**src/rtl/cmdthr_pkg.sv**
```systemverilog
// Shared constants and helpers for the command rate throttler.
// Assumes percentages are unsigned integers of PCT_W bits.
package cmdthr_pkg;
    localparam int PCT_W   = 7;
    localparam int MIN_PCT = 30;
    localparam int MAX_PCT = 95;

    typedef logic [PCT_W-1:0] pct_t;

    // Force a percentage into the legal throttle range.
    function automatic pct_t clamp_pct(input pct_t v);
        if (v < pct_t'(MIN_PCT))      return pct_t'(MIN_PCT);
        else if (v > pct_t'(MAX_PCT)) return pct_t'(MAX_PCT);
        else                          return v;
    endfunction
endpackage

```
**src/rtl/cmdthr_select.sv**
```systemverilog
// Chooses the effective throttle percentage from the thermal and software
// paths and derives the per-window command allowance.
// Assumes: sw_level 0 means software path off; thermal path is active only
// while therm_alert is high; the larger clamped percentage wins.
module cmdthr_select
    import cmdthr_pkg::*;
#(
    parameter int WINDOW = 100,
    parameter int CNT_W  = $clog2(WINDOW + 1)
) (
    input  logic             clk,
    input  logic             rst_n,
    input  logic             therm_alert,
    input  pct_t             therm_level,
    input  pct_t             sw_level,
    output pct_t             pct,
    output logic [CNT_W-1:0] allowed
);
    pct_t sw_pct;
    pct_t th_pct;

    // Resolve each path to a clamped percentage or zero when inactive.
    always_comb begin
        sw_pct = (sw_level == '0) ? '0 : clamp_pct(sw_level);
        th_pct = therm_alert ? clamp_pct(therm_level) : '0;
    end

    // Stronger throttle wins; allowance scales the window by the remaining share.
    always_comb begin
        pct     = (th_pct > sw_pct) ? th_pct : sw_pct;
        allowed = CNT_W'((WINDOW * (100 - int'(pct))) / 100);
    end

    AST_PCT_RANGE: assert property (@(posedge clk) disable iff (!rst_n)
        (pct == '0) || (pct >= pct_t'(MIN_PCT) && pct <= pct_t'(MAX_PCT)));
    AST_ALL_OFF: assert property (@(posedge clk) disable iff (!rst_n)
        (!therm_alert && sw_level == '0) |-> (pct == '0));
    AST_ALERT_FLOOR: assert property (@(posedge clk) disable iff (!rst_n)
        therm_alert |-> (pct >= pct_t'(MIN_PCT)));
endmodule

```
**src/rtl/cmdthr_window.sv**
```systemverilog
// Sliding record of issued-command flags over the last WINDOW cycles with
// a running population count.
// Assumes WINDOW >= 2 and that issue is a single-cycle handshake flag.
module cmdthr_window #(
    parameter int WINDOW = 100,
    parameter int CNT_W  = $clog2(WINDOW + 1)
) (
    input  logic             clk,
    input  logic             rst_n,
    input  logic             issue,
    output logic [CNT_W-1:0] count
);
    logic [WINDOW-1:0] hist;
    logic              oldest;

    // The flag leaving the window this cycle.
    always_comb oldest = hist[WINDOW-1];

    // Shift in the new flag and adjust the count by entry minus exit.
    always_ff @(posedge clk) begin
        if (!rst_n) begin
            hist  <= '0;
            count <= '0;
        end else begin
            hist  <= {hist[WINDOW-2:0], issue};
            count <= count + CNT_W'(issue) - CNT_W'(oldest);
        end
    end

    AST_COUNT_BOUND: assert property (@(posedge clk) disable iff (!rst_n)
        count <= CNT_W'(WINDOW));
    AST_STEP_ONE: assert property (@(posedge clk) disable iff (!rst_n)
        (count == $past(count)) || (count == $past(count) + 1'b1)
        || (count + 1'b1 == $past(count)));
    AST_IDLE_NO_RISE: assert property (@(posedge clk) disable iff (!rst_n)
        !issue |=> (count <= $past(count)));
endmodule

```
**src/rtl/cmd_rate_throttler.sv**
```systemverilog
// Top of the command rate throttler: gates a valid/ready command path so
// that at most (100 - pct)% of any WINDOW-cycle span carries a command.
// Assumes the downstream controller obeys valid/ready; payload passes through.
module cmd_rate_throttler
    import cmdthr_pkg::*;
#(
    parameter int DATA_W = 32,
    parameter int WINDOW = 100
) (
    input  logic              clk,
    input  logic              rst_n,
    input  logic              up_valid,
    input  logic [DATA_W-1:0] up_data,
    output logic              up_ready,
    output logic              dn_valid,
    output logic [DATA_W-1:0] dn_data,
    input  logic              dn_ready,
    input  logic              therm_alert,
    input  logic [PCT_W-1:0]  therm_level,
    input  logic [PCT_W-1:0]  sw_level
);
    localparam int CNT_W = $clog2(WINDOW + 1);

    pct_t             pct;
    logic [CNT_W-1:0] allowed;
    logic [CNT_W-1:0] count;
    logic             gate_open;
    logic             issue;

    cmdthr_select #(.WINDOW(WINDOW), .CNT_W(CNT_W)) u_select (
        .clk(clk), .rst_n(rst_n), .therm_alert(therm_alert),
        .therm_level(therm_level), .sw_level(sw_level),
        .pct(pct), .allowed(allowed)
    );

    cmdthr_window #(.WINDOW(WINDOW), .CNT_W(CNT_W)) u_window (
        .clk(clk), .rst_n(rst_n), .issue(issue), .count(count)
    );

    // Gate stays open while throttling is off or allowance remains.
    always_comb gate_open = (pct == '0) || (count < allowed);

    // Handshake gating and payload pass-through.
    always_comb begin
        up_ready = dn_ready & gate_open;
        dn_valid = up_valid & gate_open;
        dn_data  = up_data;
        issue    = up_valid & up_ready;
    end

    AST_NO_OVERRUN: assert property (@(posedge clk) disable iff (!rst_n)
        (issue && pct != '0) |-> (count < allowed));
    AST_DN_NEEDS_UP: assert property (@(posedge clk) disable iff (!rst_n)
        dn_valid |-> up_valid);
    AST_HS_MATCH: assert property (@(posedge clk) disable iff (!rst_n)
        (dn_valid && dn_ready) == (up_valid && up_ready));
    AST_RESET_OPEN: assert property (@(posedge clk)
        !rst_n |=> up_ready == dn_ready);
endmodule

```
**config.mk**
```make
export PLATFORM = sky130hd
export DESIGN_NAME = cmd_rate_throttler
export DESIGN_NICKNAME = d
export VERILOG_FILES = /design/src/rtl/cmdthr_pkg.sv /design/src/rtl/cmdthr_select.sv /design/src/rtl/cmdthr_window.sv /design/src/rtl/cmd_rate_throttler.sv
export SDC_FILE = /design/constraint.sdc
export NUM_CORES = 1
export LEC_CHECK = 0
export CORE_ASPECT_RATIO = 1.1
export CORE_UTILIZATION = 58
export CTS_CLUSTER_DIAMETER = 40
export CTS_CLUSTER_SIZE = 28
export DETAILED_ROUTE_END_ITERATION = 8
export PLACE_DENSITY = 0.82
export SYNTH_ARGS = -nofsm -noshare
export SYNTH_HDL_FRONTEND = slang
export SYNTH_HIERARCHICAL = 1
export SYNTH_SLANG_ARGS = --single-unit
```
**constraint.sdc**
```tcl
create_clock -name clk -period 23.7 [get_ports clk]
set_input_delay 3.555 -clock clk [delete_from_list [all_inputs] [get_ports clk]]
set_output_delay 3.555 -clock clk [all_outputs]
set_load 0.02 [all_outputs]
```
# == Yosys cells after proc, flatten, opt, wreduce, memory -nomap -nowiden ==
# Cells that the tools add are included.
# word_totals
latchBits,0
wordCells,26
memories,0
mem_bits_rw,0
romBits,0
regBits,107
inputBits,51
# op_classes
n_shift,0
muxes,7
n_lt_le_gt_ge,6
div,1
bitwise_logic,3
multipliers,1
n_reduce_logical,3
n_addsub,3
eq_ne,0
# ops
op,n
2-to-1 mux 7 bit,7
divider 32 x 8 -> 32 bit (second input constant),1
multiplier 6 x 32 -> 30 bit (first input constant),1
> comparator 7 bit (second input constant),2
zero test 7 bit,2
less-than comparator 7 x 5 -> 1 bit (second input constant),2
subtractor 7 x 7 -> 8 bit (first input constant),1
adder 7 x 1 -> 7 bit,1
> comparator 7 bit,1
less-than comparator 7 bit,1
subtractor 7 x 1 -> 7 bit,1
AND 1 bit,3
logical OR 1 bit,1

# == Depth between registers and ports, before layout ==
# Gate-level depths: netlist of the first run.
# logic_depth
depth_word,15
mapped_depth,70

# == Hierarchy ==
# The synthesis of the first run kept the hierarchy.
# modules_own_cells
mod,instances,area_each_um2,cells_each,seq_area_each_um2
cmdthr_select,1,4264.1,577,0.0
cmdthr_window,1,3190.6,268,2142.1
cmd_rate_throttler,1,465.4,63,0.0

# == Worst setup path before layout of the first run ==
# Ideal clock, no wire load.
# synth_timing
path_kind,in2out
start,in sw_level[5]
end,out dn_valid
t_arrival_ns,16.124
setup_slack_ns,4.021
cell_stages,54
path_cell_list,buf_2 > xnor2_1 > o21ai_0 > ha_1 > nand4_2 > a21o_1 > a21oi_1 > clkbuf_1 > a21oi_1 > ha_1 > o21ai_0 > a221oi_2 > mux2i_1 > nand2_1 > xnor2_1 > ha_1 > fa_1 > ha_1 > [18 not listed] > o41a_1 > o21ai_0 > a211oi_2 > or2_1 > buf_6 > o31a_1 > a31oi_2 > and2_1 > a21oi_1 > ha_1 > a21oi_1 > xnor2_1 > inv_1 > ha_1 > a211o_1 > o211ai_1 > nand3b_1 > o21ai_0
# synth_via
elab_chain_len,12
# synth_lines
item,line_no,source
start: declaration,cmd_rate_throttler.sv:20,input logic [PCT_W-1:0] sw_level
> comparator 7 bit,cmdthr_pkg.sv:13,else if (v > pct_t'(MAX_PCT)) return pct_t'(MAX_PCT);
2-to-1 mux 7 bit,cmdthr_pkg.sv:13,
2-to-1 mux 7 bit,cmdthr_pkg.sv:12,if (v < pct_t'(MIN_PCT)) return pct_t'(MIN_PCT);
2-to-1 mux 7 bit *,cmdthr_select.sv:24,sw_pct = (sw_level == '0) ? '0 : clamp_pct(sw_level);
> comparator 7 bit,cmdthr_select.sv:30,pct = (th_pct > sw_pct) ? th_pct : sw_pct;
2-to-1 mux 7 bit *,cmdthr_select.sv:30,
subtractor 7 x 7 -> 8 bit *,cmdthr_select.sv:31,allowed = CNT_W'((WINDOW * (100 - int'(pct))) / 100);
multiplier 6 x 32 -> 30 bit *,cmdthr_select.sv:31,
divider 32 x 8 -> 32 bit *,cmdthr_select.sv:31,
net allowed[4],cmd_rate_throttler.sv:25,logic [CNT_W-1:0] allowed;
less-than comparator 7 bit *,cmd_rate_throttler.sv:41,always_comb gate_open = (pct == '0) || (count < allowed);
logical OR 1 bit *,cmd_rate_throttler.sv:41,
AND 1 bit *,cmd_rate_throttler.sv:46,dn_valid = up_valid & gate_open;
end: declaration,cmd_rate_throttler.sv:15,"output logic dn_valid,"
# The timed path passes the listed nets; every way through them passes the cells marked *.

# == Worst setup path after layout of the first run ==
# layout_timing
start,in sw_level[5]
end,out up_ready
# layout_via
elab_chain_len,12
# layout_lines
item,line_no,source
> comparator 7 bit,cmdthr_pkg.sv:13,
2-to-1 mux 7 bit,cmdthr_pkg.sv:13,
2-to-1 mux 7 bit,cmdthr_pkg.sv:12,
2-to-1 mux 7 bit *,cmdthr_select.sv:24,
> comparator 7 bit,cmdthr_select.sv:30,
2-to-1 mux 7 bit *,cmdthr_select.sv:30,
subtractor 7 x 7 -> 8 bit *,cmdthr_select.sv:31,
multiplier 6 x 32 -> 30 bit *,cmdthr_select.sv:31,
divider 32 x 8 -> 32 bit *,cmdthr_select.sv:31,
net allowed[6],cmd_rate_throttler.sv:25,
less-than comparator 7 bit *,cmd_rate_throttler.sv:41,
logical OR 1 bit *,cmd_rate_throttler.sv:41,
AND 1 bit *,cmd_rate_throttler.sv:45,up_ready = dn_ready & gate_open;
end: declaration,cmd_rate_throttler.sv:14,"output logic up_ready,"
# Marks and branches as above.

==> results, run 1 <==
- The maximum buffer depth of the clock tree is 2.
- The full die area is 14,100 um^2.
- The via count of the first global-routing pass is 6,180.
- The remaining antenna violation count after routing is 0.
- After clock tree synthesis, the clock-pin slew on the worst setup and hold paths is 60 ps.
- Dividing the final minimum period by the clock period gives 0.942.
- The initial cell density of the core is 0.597.
- For the worst-skew pair, the clock arrives at the later sink with an insertion delay of 330 ps.
- The multi-input logic area is 5270 um^2.
- For the worst flop-to-flop path, the logic depth is 15.
- The fraction of registers with async set or reset after synthesis is 0.
- Among all flip-flop cells after synthesis, the most frequent one is dfxtp_1.
- The largest fanout on the critical path is 13.
- The final routed wire length divided by cell count is 15.6 um.
- The hold path depth is 1.
- The final number of max-transition violations is 0.
- Yosys printed 6 warnings.
- The total of fill cells in the finished design is 1,102.
- The data arrival time at the worst-slack endpoint is 18,760 ps.
- In the final timing run, aggregate negative setup slack is 0 ps.
- The via count is 6,555.
- Setup repair after global routing left no endpoint under its margin.
- The area growth from synthesis to layout is 5.06%.
- The post-synthesis average cell area is 8.72 um^2.
- The master of the slowest instance on the critical path is xnor2_1.
- For this run, the detailed router's first-pass iteration total came to 5.
- The row count is 44.
- Summed over all layers, the global routing overflow is 0.
- Among the stages of the critical path, the cell type that occurs most often is ha_1.
- Timing would allow up to 44.8 MHz.
- The sequential cell area in the final layout is 2140 um^2.
- The tree is rooted in a clkbuf_16.
- The die outline height is 125 um.
- In this run the horizontal extent of the chip is 113 um.
- In this run the number of H-tree levels came out at 3.
- The number of unique standard cell types used by synthesis is 101.
- The slew at the pin closest to its max-slew limit is 900 ps.
- The total global-route track usage is 0.241.
- At the end of the flow, the number of nets in the layout was 988.
- The kind of start point of the critical path is an input port.
- The wire length after detailed routing is 16.7 mm.
- The global-route wire length before repair is 28.4 mm.
- For this block, the initial DRC count from the detailed router was 424.
- The number of antenna violations at the first check in global routing is 0.
- For the final database, setup skew stands at 6.46 ps.
- Yosys mapped a number of flops with a built-in enable equal to 0.
- Setup slack on the worst reg-to-reg path comes out at 20,410 ps.
- During placement, the flow inserted port buffers numbering 20.
- The total clock sinks is 107.
- The number of vias per cell after detailed routing is 6.12.
- The class of the tightest hold or removal check is reg -> reg.
- In the routed design, unresolved DRC markers number 0.
- Synthesis produced a netlist with a net count of 1,014.
- The end point of the worst hold path is u_window/hist[51]$_SDFF_PN0_.
- The post-detailed-placement half-perimeter wirelength is 12.2 mm.
- On the worst path, the slowest cell contributes a delay of 630 ps.
- The run finished with clean final reports.
- The total area inside the core boundary comes to 13,300 um^2.
- The number of buffers inserted for hold repair after clock tree synthesis is 0.
- Of the cells placed in the final design, the portion with a size suffix greater than 1 is 0.0936.
- Counting I/O delays and the setup requirement, the final critical path takes 22,320 ps.
- The number of antenna repair diodes is 0.
- The number of buffers created by CTS is 9.
- The weighted congestion at the end of routability-driven global placement is 0.937.
- The critical path is of the in -> out type.
- The startpoint of the worst register-to-register path is u_window/count[4]$_SDFF_PN0_.
- The worst hold path begins at u_window/hist[50]$_SDFF_PN0_.
- The total of flip-flops plus latches after synthesis is 107.
- The final-report hold violation count came to 0.
- The number of endpoints failing setup at the final stage is 0.
- In this run the cell area of the synthesized design comes to 7920 um^2.
- The tool flagged a number of max-cap violations equal to 0.
- The type of element capturing the critical path is an output port.
- In this run the critical register-to-register path is captured at u_window/count[4]$_SDFF_PN0_.
- TritonCTS built the clock tree.
- The portion of the post-synthesis area used by sequential elements is 0.270.
- The worst pin sits at a relative slew slack of 0.396.
- The gate count after technology mapping is 908.
- For the worst setup path, the data required time is 20,150 ps.
- During I/O placement, the number of pins put on the boundary was 85.
- The maximum number of pins on one net before global-route repair is 112.
[synth_stat cells (5+ instances only)]
library cell	count	area share
o31a_1	6	0.0066
nor2b_1	5	0.0039
a211o_1	12	0.013
o21a_1	11	0.010
a211oi_1	14	0.013
ha_1	49	0.077
fa_1	6	0.015
nor2_1	47	0.022
nand4_1	9	0.0071
inv_1	32	0.015
nand3_1	28	0.018
a21oi_1	35	0.022
a21o_1	16	0.015
or3_1	7	0.0055
nand3b_1	5	0.0047
nor3_1	29	0.018
o31ai_1	7	0.0066
nand2b_1	5	0.0039
o21ai_0	35	0.022
buf_4	34	0.032
o21ai_1	12	0.0076
o211ai_1	7	0.0066
clkbuf_1	8	0.0038
a31oi_1	8	0.0063
buf_2	17	0.011
nor4_1	6	0.0047
and2_1	114	0.090
nand4b_1	5	0.0055
nand2_1	46	0.022
and3_1	5	0.0039
or2_1	5	0.0039
xnor2_1	30	0.033
xor2_1	14	0.015
dfxtp_1	107	0.27
o22ai_1	7	0.0055
[sequential cells by signal, indices dropped and copies added (netlist names)]
register and count:
u_window/count 7, u_window/hist 100
[final cells by class]
cell class / count / share of cell area
multi-input combinational: 706 / 0.633
tap: 184 / 0.0277
clock buffer: 12 / 0.0296
inverter: 32 / 0.0144
sequential: 107 / 0.257
clock inverter: 4 / 0.00887
timing repair buffer: 26 / 0.0289
[kinds of logic after synthesis]
family / after synthesis / share of synthesized area
and+or+nand+nor: 344 / 0.251
AOI/OAI and AO/OA: 252 / 0.252
DFF: 107 / 0.270
buffers and inverters: 95 / 0.0668
adders and majority gates: 56 / 0.0940
xor gates and xnor gates: 48 / 0.0569
muxes: 6 / 0.00853
[repair_timing]
item / 4_1_cts / 5_1_grt
endpoints found under the setup margin: 0 / 2
setup buffers: 0 / 2
gates resized for setup: 0 / 5
endpoints found under the hold margin: 0 / 0
[metal layers]
metal	routed length, um	up-vias	track usage
met5	0	-	0
met4	373	0	0.0867
met3	783	45	0.0350
met2	7820	191	0.394
li1	-	3242	-
met1	7680	3077	0.323
[critical path, delay by kind of cell]
| kind | cells | cell delay [ps] |
|---|---|---|
| adder cells (fa/ha/maj) | 9 | 2920 |
| XOR/XNOR | 3 | 1200 |
| AO/OA/AOI/OAI | 17 | 4610 |
| multiplexers | 2 | 790 |
| AND/OR/NAND/NOR | 18 | 4110 |
| buffers and inverters | 5 | 1520 |
[cells in the final DEF (no fill, tap or decap), types with 6 or more instances in the layout]
master / synthesis / layout
buf_4: 34 / 6
fa_1: 6 / 6
nor3_1: 29 / 29
xnor2_1: 30 / 30
or3_1: 7 / 7
nand2_1: 46 / 46
o21a_1: 11 / 11
o211ai_1: 7 / 7
o22ai_1: 7 / 7
a21o_1: 16 / 16
o21ai_1: 12 / 12
a211o_1: 12 / 12
o31a_1: 6 / 6
xor2_1: 14 / 14
inv_1: 32 / 32
ha_1: 49 / 49
nor4_1: 6 / 6
a21oi_1: 35 / 35
a31oi_1: 8 / 8
clkbuf_16: 0 / 9
nor2_1: 47 / 46
nand4_1: 9 / 9
nand3_1: 28 / 28
o21ai_0: 35 / 35
dfxtp_1: 107 / 107
a211oi_1: 14 / 13
and2_1: 114 / 114
clkdlybuf4s50_1: 0 / 19
o31ai_1: 7 / 7
[metrics by stage]
stage          instance area [um^2]  setup WS [ps]   util  hold slack, ps  std cells
6_report                       8320           1380  0.627             430       1071
5_1_grt                        8320           79.9  0.627             443       1071
4_1_cts                        8290           1340  0.625             430       1069
3_5_place_dp                   7970           1450  0.600             418       1053
3_3_place_gp                   7970           1520  0.600             414       1053
2_1_floorplan                  7920           4020      -             412        908
[how the worst max path moves through the flow]
stage,slack [ps],to,cells after the start,from
after floorplan,4020,dn_valid,54,sw_level[5]
after global placement,1520,dn_valid,55,sw_level[5]
after detailed placement,1450,up_ready,55,sw_level[5]
after CTS,1340,up_ready,55,sw_level[5]
after global routing,80,dn_valid,55,sw_level[5]
final,1380,up_ready,54,sw_level[5]
Power of run 1 is left out: the tool's default activity adds up to more than one toggle a clock period on the data nets, which glitch-free logic cannot reach.
==> run 2, diff against run 1 <==
--- a/config.mk
+++ b/config.mk
@@ -6,6 +6,7 @@
 export NUM_CORES = 1
 export LEC_CHECK = 0
 export CORE_ASPECT_RATIO = 1.1
+export CORE_MARGIN = 3
 export CORE_UTILIZATION = 58
 export CTS_CLUSTER_DIAMETER = 40
 export CTS_CLUSTER_SIZE = 28
==> constraint.sdc (replaced) <==
create_clock -name clk -period 23.9 [get_ports clk]
set_input_delay 3.585 -clock clk [delete_from_list [all_inputs] [get_ports clk]]
set_output_delay 3.585 -clock clk [all_outputs]
set_load 0.02 [all_outputs]
==> results, run 2 (same netlist as run 1, synthesis figures left out) <==
- The slew at the pin closest to its max-slew limit is 851 ps (-48.9 ps).
- The commonest non-fill, non-tap cell in the layout is and2_1.
- The floorplan die width is 117 um (+3.5%).
- The number of nets in the finished design is 986 (-0.20%).
- The die outline height is 129 um (+3.2%).
- The core area is 13,300 um^2 (unchanged).
- The largest stage delay on the critical path is 690 ps (+60 ps).
- The count of buffers from port buffering was 20 (unchanged).
- The synthesis-to-layout area growth is 5.02% (about the same).
- The number of vias per cell after detailed routing is 6.12 (about the same).
- The highest achievable clock rate is 44.5 MHz.
- The clock period minus worst slack is 22,460 ps.
- The clock latency reported for the late side of the worst-skew pair came to 350 ps (+20 ps).
- The full die area is 15,100 um^2 (+6.9%).
- The final routed wire length divided by cell count is 15.7 um (+1.2%).
- The DRC violation count after routing is 0 (unchanged).
- The TritonCTS clock tree is done.
- The number of antenna violations at the first check in global routing is 0 (unchanged).
- The master of the slowest instance on the critical path is clkdlybuf4s50_1.
- The number of buffers inserted for hold repair after clock tree synthesis is 0 (unchanged).
- The cell total after placement was 1,053 (unchanged).
- The number of buffers created by CTS is 9 (unchanged).
- The pre-CTS setup slack is 1510 ps (+61.0 ps).
- The total number of H-tree levels is 3 (unchanged).
- The fraction of layout instances using a drive strength above 1 is 0.0904 (-0.00318).
- Setup repair after global routing left no endpoint under its margin.
- The wire length after detailed routing is 16.8 mm (+1.0%).
- The maximum buffer depth of the clock tree came to 2 (unchanged).
- The worst max-slew margin expressed relative to the limit is 0.429 (+0.0331).
- The weighted congestion at the end of routability-driven global placement was 0.931 (-0.59%).
- The post-detailed-placement half-perimeter wirelength is 12.4 mm (+1.2%).
- The data arrival time at the worst-slack endpoint is 18,870 ps (+110 ps).
- The DRC marker count from the first detailed-route iteration is 418 (-1.4%).
- The summed negative setup slack over all endpoints is 0 ps (unchanged).
- More flip-flops sit in one register than any other, and that register is u_window/hist.
- The number of buffer and inverter instances along the worst setup path was 4 (-1).
- In the layout the commonest cells are and2_1, dfxtp_1, ha_1.
- STA classifies the critical path endpoint as an output port.
- The dominant cell type by count on the critical path is ha_1.
- The number of endpoints failing setup at the final stage was 0 (unchanged).
- The number of setup buffers added after CTS is 0 (unchanged).
- The total global-route track usage came to 0.221 (-0.0203).
- The setup skew after layout came to 6.01 ps (-0.455 ps).
- On the critical path the largest part of the delay comes from compound AO/OA/AOI/OAI gates.
- The largest fanout on the critical path is 14 (+1).
- The first-pass iteration count of the detailed router is 5 (unchanged).
- The via count is 6,547 (-0.12%).
- The largest registers in the layout are u_window/hist x100, u_window/count x7.
- The number of flip-flops in the largest register came to 100 (unchanged).
- The remaining antenna violation count after routing is 0 (unchanged).
- The register clock-pin slew on the reported worst setup and hold paths is 70 ps (about the same).
- The least setup slack across all paths after layout came to 1440 ps (+59.9 ps).
- The via count of the first global-routing pass is 6,200 (+0.32%).
- The tree is rooted in a clkbuf_16.
- The final-report hold violation count is 0 (unchanged).
- The initial cell density of the core is 0.597 (unchanged).
- The global-route wire length before repair is 28.6 mm (+0.66%).
- The quantity of gates resized following cts is 0 (unchanged).
- The kind of start point of the critical path is an input port.
- The share of the clock period used by the worst path after layout is 0.940.
- The final number of max-transition violations is 0 (unchanged).
- The setup path with the least slack is of type in -> out.
- The maximum number of pins on one net before global-route repair is 112 (unchanged).
- The I/O pin count is 85 (unchanged).
- The endpoint required time on the critical path is 20,320 ps (+170 ps).
- The overall overflow remaining after global route was 0 (unchanged).
- The total of fill cells in the finished design came to 1,089 (-1.2%).
- The number of antenna repair diodes is 0 (unchanged).
- The flow ran to the end, and the final reports show no timing, DRC or antenna violations.
- The row count is 44 (unchanged).
- The total clock sinks was 107 (unchanged).
- The max-cap check violation count came to 0 (unchanged).
- The non-filler instance count after layout came to 1,069 (-0.19%).
- In this run the worst hold path is classified as reg -> reg.
## run 2: layout make-up
cell class                 count  area, um^2  share of cell area
multi-input combinational    706        5250               0.631
sequential                   107        2140               0.258
tap                          184         230              0.0277
clock buffer                   9         225              0.0271
timing repair buffer          24         225              0.0271
clock inverter                 7         124              0.0149
inverter                      32         120              0.0144
## run 2: worst register-to-register path: cells and delay by family (launching register included)
family | cells | cell delay, ps
AO/OA/AOI/OAI | 5 | 950
AND/OR/NAND/NOR | 3 | 490
flip-flops | 1 | 330
adder cells (fa/ha/maj) | 4 | 1160
buffers and inverters | 3 | 220
## run 2: worst paths after layout
check                                             startpoint                            to  slack, ps  cells after the start
worst max-delay path                             sw_level[5]                      dn_valid       1440                     55
worst min-delay path            u_window/hist[66]$_SDFF_PN0_  u_window/hist[67]$_SDFF_PN0_        430                      1
worst max register to register  u_window/count[4]$_SDFF_PN0_  u_window/count[4]$_SDFF_PN0_      20660                     15
worst min register to register  u_window/hist[66]$_SDFF_PN0_  u_window/hist[67]$_SDFF_PN0_        430                      1
## run 2: metrics by stage
step / util / hold WS, ps / area (um^2)
finish: 0.627 / 431 / 8320
global route: 0.627 / 438 / 8320
CTS: 0.627 / 432 / 8320
detailed placement: 0.600 / 418 / 7970
global placement: 0.600 / 413 / 7970
floorplan: - / 412 / 7920
## run 2: layer usage
metal / wire (um) / GRT usage / up-vias
li1: - / - / 3240
met1: 7750 / 0.284 / 3070
met2: 7920 / 0.378 / 195
met3: 797 / 0.0396 / 42
met4: 363 / 0.0759 / 0
met5: 0 / 0 / -
Power of run 2 is left out for the same reason.
==> run 3, diff against run 2 <==
--- a/config.mk
+++ b/config.mk
@@ -7,11 +7,12 @@
 export LEC_CHECK = 0
 export CORE_ASPECT_RATIO = 1.1
 export CORE_MARGIN = 3
-export CORE_UTILIZATION = 58
+export CORE_UTILIZATION = 30
 export CTS_CLUSTER_DIAMETER = 40
 export CTS_CLUSTER_SIZE = 28
 export DETAILED_ROUTE_END_ITERATION = 8
-export PLACE_DENSITY = 0.82
+export PLACE_DENSITY = 0.57
+export SLEW_MARGIN = 20
 export SYNTH_ARGS = -nofsm -noshare
 export SYNTH_HDL_FRONTEND = slang
 export SYNTH_HIERARCHICAL = 1
==> results, run 3 (same netlist as run 1, synthesis figures left out) <==
- The flow ran to the end, and the final reports show no timing, DRC or antenna violations.
- The largest fanout on the critical path is 13 (-1).
- The full die area was 28,400 um^2 (+88%).
- The number of buffers inserted for hold repair after clock tree synthesis was 0 (unchanged).
- The remaining antenna violation count after routing is 0 (unchanged).
- The number of setup buffers added after CTS is 0 (unchanged).
- The worst setup path is captured at an output port.
- The multi-input logic area is 5250 um^2 (unchanged).
- The number of buffers created by CTS is 9 (unchanged).
- The endpoint required time on the critical path is 20,320 ps (about the same).
- The overall overflow remaining after global route is 0 (unchanged).
- The top cell types in the final layout, fill and taps aside, are and2_1, dfxtp_1, ha_1.
- The highest achievable clock rate was 44.0 MHz (-1.2%).
- The weighted congestion at the end of routability-driven global placement is 0.879 (-5.6%).
- The wire length after detailed routing is 17.5 mm (+4.0%).
- The via count of the first global-routing pass is 6,154 (-0.74%).
- The total of fill cells in the finished design is 2,721 (+150%).
- The slew at the pin closest to its max-slew limit is 896 ps (+44.6 ps).
- In this run the worst hold path is classified as reg -> reg.
- Counting stages on the worst path, the most repeated cell is ha_1.
- The total global-route track usage is 0.125 (-0.0962).
- The number of nets in the finished design is 986 (unchanged).
- The quantity of gates resized following cts was 0 (unchanged).
- The sequential cell area in the final layout is 2140 um^2 (unchanged).
- The maximum number of pins on one net before global-route repair is 112 (unchanged).
- The commonest non-fill, non-tap cell in the layout is and2_1.
- The final-report hold violation count is 0 (unchanged).
- The core area is 25,600 um^2 (+93%).
- The fraction of layout instances using a drive strength above 1 is 0.0893 (-0.00113).
- The initial cell density of the core is 0.309 (-0.288).
- The master of the slowest instance on the critical path is clkdlybuf4s50_1.
- The floorplan die width came to 161 um (+37%).
- The critical path class is in -> out.
- The final number of max-transition violations came to 0 (unchanged).
- The final routed wire length divided by cell count was 14.2 um (-9.7%).
- The clock period minus worst slack is 22,740 ps (+278 ps).
- The data arrival time at the worst-slack endpoint is 19,150 ps (+280 ps).
- The maximum buffer depth of the clock tree came to 2 (unchanged).
- The post-detailed-placement half-perimeter wirelength was 13.3 mm (+7.4%).
- The number of flip-flops in the largest register was 100 (unchanged).
- The share of the clock period used by the worst path after layout came to 0.951 (+0.0116).
- The clock root buffer is clkbuf_16.
- TritonCTS built the clock tree.
- The largest registers in the layout are u_window/hist x100, u_window/count x7.
- Setup repair after global routing left no endpoint under its margin.
- The global-route wire length before repair came to 30.0 mm (+5.0%).
- The count of buffers from port buffering was 20 (unchanged).
- The via count came to 6,472 (-1.1%).
- Relative to the synthesized area, the layout overhead comes to 6.87%.
- The row count is 61 (+39%).
- The DRC violation count after routing is 0 (unchanged).
- The total clock sinks was 107 (unchanged).
- The clock latency reported for the late side of the worst-skew pair came to 340 ps (about the same).
- The worst max-slew margin expressed relative to the limit is 0.400 (-0.0287).
- The register name with the most flops is u_window/hist.
- The die outline height is 176 um (+37%).
- The number of antenna violations at the first check in global routing is 0 (unchanged).
- The total number of H-tree levels is 3 (unchanged).
- The setup skew after layout is 6.45 ps (+0.444 ps).
- The number of endpoints failing setup at the final stage is 0 (unchanged).
- The register clock-pin slew on the reported worst setup and hold paths came to 70 ps (about the same).
- The number of antenna repair diodes is 0 (unchanged).
- The I/O pin count is 85 (unchanged).
- The first-pass iteration count of the detailed router is 5 (unchanged).
- The largest stage delay on the critical path is 700 ps (about the same).
- The number of vias per cell after detailed routing is 5.26 (-14%).
- The max-cap check violation count is 0 (unchanged).
- The summed negative setup slack over all endpoints was 0 ps (unchanged).
- The DRC marker count from the first detailed-route iteration came to 506 (+21%).
- The kind of start point of the critical path is an input port.
run 3: cell types whose count changed in the layout (fill, tap and decap cells not counted):
cell / previous run / this run
clkbuf_1: 0 / 1
clkinvlp_4: 0 / 1
clkinv_2: 1 / 0
inv_6: 1 / 0
inv_8: 1 / 0
clkinv_8: 0 / 1
bufinv_16: 3 / 0
clkbuf_8: 0 / 1
clkinv_4: 1 / 3
run 3: metal layers:
| layer | wire, um | vias to the layer above | track usage |
|---|---|---|---|
| li1 | - | 3238 | - |
| met1 | 8340 | 3071 | 0.166 |
| met2 | 7940 | 134 | 0.202 |
| met3 | 711 | 29 | 0.0237 |
| met4 | 511 | 0 | 0.0459 |
| met5 | 0 | - | 0 |
run 3: critical path: cells and delay by family:
family	cells	cell delay, ps
multiplexers	1	500
AND/OR/NAND/NOR	20	4350
AO/OA/AOI/OAI	18	5560
adder cells (fa/ha/maj)	9	2940
buffers and inverters	5	1620
XOR/XNOR	2	590
run 3: layout make-up:
class	instances	share of cell area
Clock inverter	5	0.00591
Timing Repair Buffer	24	0.0266
Inverter	32	0.0142
Clock buffer	11	0.0287
Multi-Input combinational cell	706	0.620
Tap cell	346	0.0511
Sequential cell	107	0.253
run 3: through the flow:
| step | hold WS (ps) | setup WS, ps | cells | cell area, um^2 | utilization |
|---|---|---|---|---|---|
| finish | 431 | 1160 | 1231 | 8460 | 0.330 |
| global route | 433 | 31.3 | 1231 | 8460 | 0.330 |
| CTS | 434 | 1070 | 1231 | 8460 | 0.330 |
| detailed placement | 417 | 1030 | 1215 | 8170 | 0.319 |
| global placement | 413 | 1210 | 1215 | 8170 | 0.319 |
| floorplan | 412 | 4160 | 908 | 7920 | - |
run 3: final timing paths:
kind | depth (start not counted) | slack [ps] | startpoint | to
worst min register to register | 1 | 430 | u_window/hist[63]$_SDFF_PN0_ | u_window/hist[64]$_SDFF_PN0_
worst max register to register | 15 | 20670 | u_window/count[4]$_SDFF_PN0_ | u_window/count[6]$_SDFF_PN0_
worst min-delay path | 1 | 430 | u_window/hist[63]$_SDFF_PN0_ | u_window/hist[64]$_SDFF_PN0_
worst max-delay path | 55 | 1160 | sw_level[5] | dn_valid
Power of run 3 is left out for the same reason.
